File: src/rtl/sar_conv_pkg.sv
package sar_conv_pkg;

  typedef enum logic [1:0] {
    ST_IDLE,
    ST_SAMP_BUF,
    ST_SAMP_BYP,
    ST_CONV
  } seqState_t;

  // strobes from the sequencer to the datapath
  typedef struct packed {
    logic capture;     // start accepted: latch the channel, clear the code
    logic converting;  // conversion in progress
    logic trialPhase;  // first clock of a bit
    logic decide;      // second clock of a bit: take the comparator
    logic lastBit;     // decide on bit 0
  } ctrlStrobe_t;

endpackage

File: src/rtl/sar_ctrl_fsm.sv
module sar_ctrl_fsm
  import sar_conv_pkg::*;
#(
  parameter int RES_BITS = 10,
  parameter int LEN_BITS = 4,
  localparam int IDX_BITS = $clog2(RES_BITS)
) (
  input  logic                clk,
  input  logic                rst,
  input  logic                startReq,
  input  logic                bypassMode,
  input  logic [LEN_BITS-1:0] sampleLen,
  output ctrlStrobe_t         strobe,
  output logic [IDX_BITS-1:0] bitIdx,
  output logic                bufEnable,
  output logic                bufBypass,
  output logic                autoZero,
  output logic                done
);

  seqState_t           state;
  logic [LEN_BITS-1:0] sampCnt;
  logic                phase;

  always_ff @(posedge clk) begin
    if (rst) begin
      state   <= ST_IDLE;
      sampCnt <= '0;
      bitIdx  <= '0;
      phase   <= 1'b0;
      done    <= 1'b0;
    end else begin
      done <= 1'b0;
      case (state)
        ST_IDLE: begin
          if (startReq) begin
            state   <= bypassMode ? ST_SAMP_BYP : ST_SAMP_BUF;
            sampCnt <= sampleLen;
          end
        end
        ST_SAMP_BUF, ST_SAMP_BYP: begin
          if (sampCnt == '0) begin
            state  <= ST_CONV;
            bitIdx <= IDX_BITS'(RES_BITS - 1);
            phase  <= 1'b0;
          end else begin
            sampCnt <= sampCnt - 1'b1;
          end
        end
        ST_CONV: begin
          if (!phase) begin
            phase <= 1'b1;
          end else begin
            phase <= 1'b0;
            if (bitIdx == '0) begin
              state <= ST_IDLE;
              done  <= 1'b1;
            end else begin
              bitIdx <= bitIdx - 1'b1;
            end
          end
        end
        default: state <= ST_IDLE;
      endcase
    end
  end

  always_comb begin
    strobe.capture    = (state == ST_IDLE) && startReq;
    strobe.converting = (state == ST_CONV);
    strobe.trialPhase = strobe.converting && !phase;
    strobe.decide     = strobe.converting && phase;
    strobe.lastBit    = strobe.decide && (bitIdx == '0);
  end

  assign bufEnable = (state == ST_SAMP_BUF);
  assign bufBypass = (state == ST_SAMP_BYP);
  assign autoZero  = strobe.trialPhase;

endmodule

File: src/rtl/sar_datapath.sv
module sar_datapath
  import sar_conv_pkg::*;
#(
  parameter int RES_BITS  = 10,
  parameter int CHAN_BITS = 3,
  parameter int FINE_BITS = 3,
  localparam int IDX_BITS    = $clog2(RES_BITS),
  localparam int COARSE_BITS = RES_BITS - FINE_BITS,
  localparam int TAP_COUNT   = 1 << COARSE_BITS
) (
  input  logic                 clk,
  input  logic                 rst,
  input  ctrlStrobe_t          strobe,
  input  logic [IDX_BITS-1:0]  bitIdx,
  input  logic [CHAN_BITS-1:0] chanSel,
  input  logic                 cmpHigh,
  output logic [CHAN_BITS-1:0] muxSel,
  output logic [TAP_COUNT-1:0] coarseTap,
  output logic [FINE_BITS-1:0] fineCode,
  output logic [RES_BITS-1:0]  result
);

  logic [RES_BITS-1:0] code;
  logic [RES_BITS-1:0] bitMask;
  logic [RES_BITS-1:0] trial;
  logic [RES_BITS-1:0] decided;

  assign bitMask = RES_BITS'(1) << bitIdx;
  assign trial   = code | bitMask;
  assign decided = cmpHigh ? trial : code;

  always_ff @(posedge clk) begin
    if (rst) begin
      muxSel <= '0;
      code   <= '0;
      result <= '0;
    end else begin
      if (strobe.capture) begin
        muxSel <= chanSel;
        code   <= '0;
      end
      if (strobe.decide) code <= decided;
      if (strobe.lastBit) result <= decided;
    end
  end

  for (genvar k = 0; k < TAP_COUNT; k++) begin : g_tap
    assign coarseTap[k] = strobe.converting &&
                          (trial[RES_BITS-1:FINE_BITS] == COARSE_BITS'(k));
  end

  assign fineCode = strobe.converting ? trial[FINE_BITS-1:0] : '0;

endmodule

File: src/rtl/sar_conv_ctrl.sv
module sar_conv_ctrl
  import sar_conv_pkg::*;
#(
  parameter int RES_BITS  = 10,
  parameter int CHAN_BITS = 3,
  parameter int FINE_BITS = 3,
  parameter int LEN_BITS  = 4,
  localparam int IDX_BITS    = $clog2(RES_BITS),
  localparam int COARSE_BITS = RES_BITS - FINE_BITS,
  localparam int TAP_COUNT   = 1 << COARSE_BITS
) (
  input  logic                 clk,
  input  logic                 rst,
  input  logic                 startReq,
  input  logic [CHAN_BITS-1:0] chanSel,
  input  logic                 bypassMode,
  input  logic [LEN_BITS-1:0]  sampleLen,
  input  logic                 cmpHigh,
  output logic [CHAN_BITS-1:0] muxSel,
  output logic                 bufEnable,
  output logic                 bufBypass,
  output logic [TAP_COUNT-1:0] coarseTap,
  output logic [FINE_BITS-1:0] fineCode,
  output logic                 autoZero,
  output logic [RES_BITS-1:0]  result,
  output logic                 done
);

  ctrlStrobe_t         strobe;
  logic [IDX_BITS-1:0] bitIdx;

  sar_ctrl_fsm #(
    .RES_BITS(RES_BITS),
    .LEN_BITS(LEN_BITS)
  ) ctrl_i (
    .clk(clk),
    .rst(rst),
    .startReq(startReq),
    .bypassMode(bypassMode),
    .sampleLen(sampleLen),
    .strobe(strobe),
    .bitIdx(bitIdx),
    .bufEnable(bufEnable),
    .bufBypass(bufBypass),
    .autoZero(autoZero),
    .done(done)
  );

  sar_datapath #(
    .RES_BITS(RES_BITS),
    .CHAN_BITS(CHAN_BITS),
    .FINE_BITS(FINE_BITS)
  ) dp_i (
    .clk(clk),
    .rst(rst),
    .strobe(strobe),
    .bitIdx(bitIdx),
    .chanSel(chanSel),
    .cmpHigh(cmpHigh),
    .muxSel(muxSel),
    .coarseTap(coarseTap),
    .fineCode(fineCode),
    .result(result)
  );

endmodule

File: config.mk
export PLATFORM = sky130hd
export DESIGN_NAME = sar_conv_ctrl
export DESIGN_NICKNAME = d
export VERILOG_FILES = /design/src/rtl/sar_conv_pkg.sv /design/src/rtl/sar_ctrl_fsm.sv /design/src/rtl/sar_datapath.sv /design/src/rtl/sar_conv_ctrl.sv
export SDC_FILE = /design/constraint.sdc
export NUM_CORES = 1
export LEC_CHECK = 0
export BUFFER_PORTS_ARGS = -buffer_cell sky130_fd_sc_hd__buf_4
export CORE_MARGIN = 2
export CORE_UTILIZATION = 48
export CTS_BUF_LIST = sky130_fd_sc_hd__clkbuf_4 sky130_fd_sc_hd__clkbuf_8
export CTS_CLUSTER_SIZE = 28
export DETAILED_ROUTE_END_ITERATION = 8
export PLACE_DENSITY = 0.84
export REMOVE_ABC_BUFFERS = 1
export SETUP_SLACK_MARGIN = 0.02
export SLEW_MARGIN = 15
export SYNTH_ARGS = -nofsm -noshare
export SYNTH_HDL_FRONTEND = slang
export SYNTH_SLANG_ARGS = --single-unit
File: constraint.sdc
create_clock -name clk -period 3.8 [get_ports clk]
set_input_delay 0.57 -clock clk [delete_from_list [all_inputs] [get_ports clk]]
set_output_delay 0.57 -clock clk [all_outputs]
set_load 0.01 [all_outputs]
==> summary.txt <==
Placed design
  – Number of port buffers: 159
  – Cell Area, Placed: 4170 um2
  – HPWL Detailed: 7810 um
  – Post-placement worst setup slack: 702 ps
  – Global placement routability congestion: 0.894

Timing
  – Unrepaired setup endpoints after global routing: no
  – Count of pins over their slew limit: 0
  – Least-Margin Pin Slew: 1150 ps
  – Worst path setup slack after routing: 347 ps
  – Final Cycle Share: 90.9%
  – Max-slew headroom at the worst pin: 22.7%
  – Count of final setup violators: 0
  – Clock Skew: 7.21 ps
  – Setup tns final: 0 ps
  – Min cycle time layout: 3450 ps
  – Final hold violations: 0
  – Achievable clock frequency: 290 MHz

Critical path
  – Critical path launch point type: flip-flop
  – Category of the worst setup path capture point: primary output
  – Cell-by-cell trace of the critical path: inv_1, ha_1, and3b_1, o21ai_1, or4_4, nor3_2, buf_4
  – Stage delay of the slowest cell on the critical path: 900 ps
  – Crit path max fanout: 17
  – Critical Setup Path Class: reg -> out
  – Critical path buffers and inverters: 2
  – Critical-path cell with the highest stage delay: o21ai_1
  – Minimum setup slack among reg-to-reg paths: 1610 ps
  – Required time reported for the critical path endpoint: 3230 ps
  – Cell family with most CP delay: compound AO/OA/AOI/OAI gates
  – Signal arrival time at the worst endpoint: 2880 ps

Synth
  – Cell count after synthesis: 431
  – Number of enable flip-flop cells after synthesis: 0
  – Number of synthesized register bits: 35
  – Mean cell area of the mapped netlist: 7.08 um2
  – Number of library cell types mapped by synthesis: 60
  – Synth Cell Area: 3050 um2
  – Post-synth ARST share: 0%
  – Top cells by area, synth: dfxtp_1, nor3_1, nor2_1
  – Sequential fraction of the synthesis area: 23.0%
  – Top FF cell, synth: dfxtp_1
  – Largest area contributor in the synthesized netlist: dfxtp_1
  – Area share of the largest cell type after synthesis: 23.0%
  – Synthesis Warnings: 0

Power and ir drop
  – Worst VDD drop: 0.650 mV
  – Power density of the placed cells: 359 nW/um2
  – Leakage power figure: 1.78 nW

Layout
  – Antenna diode instance count: 0
  – Share of post-route cells with drive strength above 1: 37.2%
  – Multi-input combinational cell area: 2080 um2
  – Area occupied by registers: 701 um2
  – Final design instance area without fill: 4270 um2
  – Final Net Count: 578
  – Leading cell types in the layout, fill and taps excluded: buf_4, nor3_1, nor2_1
  – Syn-to-layout area delta: 39.9%
  – Number of fillers in the final layout: 551
  – Leading cell type in the layout, fill and taps excluded: buf_4

Clocking
  – CTS root buffer: clkbuf_8
  – Register clock-pin slew on the reported worst setup and hold paths: 70 ps
  – Clock tree from TritonCTS: yes
  – Clock tree sinks: 35
  – Number of instances resized during post-cts repair: 0
  – Number of buffers inserted during clock tree synthesis: 5
  – Hold buffer count at cts: 0
  – Buffers inserted during post-CTS setup optimization: 0
  – H-Tree Level Count: 2
  – Max Root-Sink Buffers: 2
  – Clock latency reported for the late side of the worst-skew pair: 290 ps

Die
  – Initial core utilization: 48.9%
  – Die Span X: 83.8 um
  – Area of the placeable core: 6240 um2
  – Count of pins on the block boundary: 160
  – Placement Rows: 29
  – Die Footprint: 7010 um2
  – Die height: 83.8 um

Route
  – Initial drt markers: 236
  – Total wire length after detailed routing: 10600 um
  – Post-route ant nets: 0
  – Number of remaining DRC errors: 0
  – Vias/cell: 5.96
  – First drt pass iteration count: 5
  – Wirelength per Cell: 16.7 um
  – Total vias in the final route: 3773

Global route
  – Largest net degree at the start of global routing: 33
  – Overall routing resource usage: 28.3%
  – Via count of the first global-routing pass: 3310
  – First-pass GRT wire length: 16700 um
  – Sum of overflow across all layers after global routing: 0
  – Antenna violations before repair: 0

Outcome
  – Status: complete, no violations

Worst hold path
  – Tightest Hold Check Type: reg -> reg

Job
  – Maximum Capacitance Violations: 0
report_power, final:
part           leakage, nW  switching (W)  internal, W
Clock               0.0549       0.000129     0.000172
Sequential           0.284      0.0000585     0.000416
Combinational         1.45       0.000457     0.000301
Total                 1.78       0.000645     0.000889
kinds of logic after synthesis:
group | after synthesis | synth area share (%)
compound gates | 76 | 17.2
buf+inv | 61 | 9.10
mux | 5 | 1.68
fa+ha+maj | 11 | 4.51
simple gates | 242 | 44.3
xor+xnor | 1 | 0.287
flops | 35 | 23.0
path summary, 6_finish.rpt:
check,from,endpoint,depth (start not counted)
worst max-delay path,ctrl_i.bitIdx[0],coarseTap[41],7
worst min-delay path,dp_i.result[8],dp_i.result[8],2
worst max register to register,ctrl_i.state[0],ctrl_i.sampCnt[3],6
worst min register to register,dp_i.result[8],dp_i.result[8],2
metal layers:
| metal | track usage [%] | vias up | wire length [um] |
|---|---|---|---|
| met1 | 36.4 | 1797 | 4350 |
| met5 | 0 | - | 0 |
| met2 | 49.4 | 163 | 5310 |
| met3 | 3.56 | 25 | 665 |
| met4 | 8.50 | 0 | 238 |
| li1 | - | 1788 | - |
flip-flops by register name (all words and copies together), names as in the netlist:
signal          flops
dp_i.code          10
dp_i.result        10
ctrl_i.bitIdx       4
ctrl_i.sampCnt      4
dp_i.muxSel         3
ctrl_i.state        2
ctrl_i.done         1
ctrl_i.phase        1
layout make-up:
class,instances,area share (%)
Inverter,13,1.14
Multi-Input combinational cell,335,48.8
Sequential cell,35,16.4
Clock buffer,8,2.43
Tap cell,77,2.26
Timing Repair Buffer,165,29.0
stage by stage:
stage | total power, W | hold slack (ps) | utilization, % | cells
final | 0.00153 | 459 | 68.4 | 633
after global routing | 0.00164 | 490 | 68.4 | 633
after CTS | 0.00153 | 463 | 68.4 | 633
after detailed placement | 0.00123 | 453 | 66.8 | 625
after global placement | 0.00119 | 442 | 66.8 | 625
after floorplan | 0.00103 | 439 | - | 383
tightest hold or removal path, stage by stage, from the launching register on:
cell and delay, ps:
dfxtp_1 310, nand2_1 50, a21oi_1 50
cell usage after synthesis (5+ instances only):
cell type	n
a21oi_1	20
nand2_1	15
dfxtp_1	35
ha_1	11
buf_2	18
nor3_2	17
a211o_1	5
o21ai_0	11
clkbuf_1	19
nor2b_1	7
nor4_1	12
nand2b_1	8
a22oi_1	10
inv_1	13
nor3_1	85
buf_1	6
nand3_1	6
or3_1	5
nor2_1	55
Power figures use the tool's default switching activity.
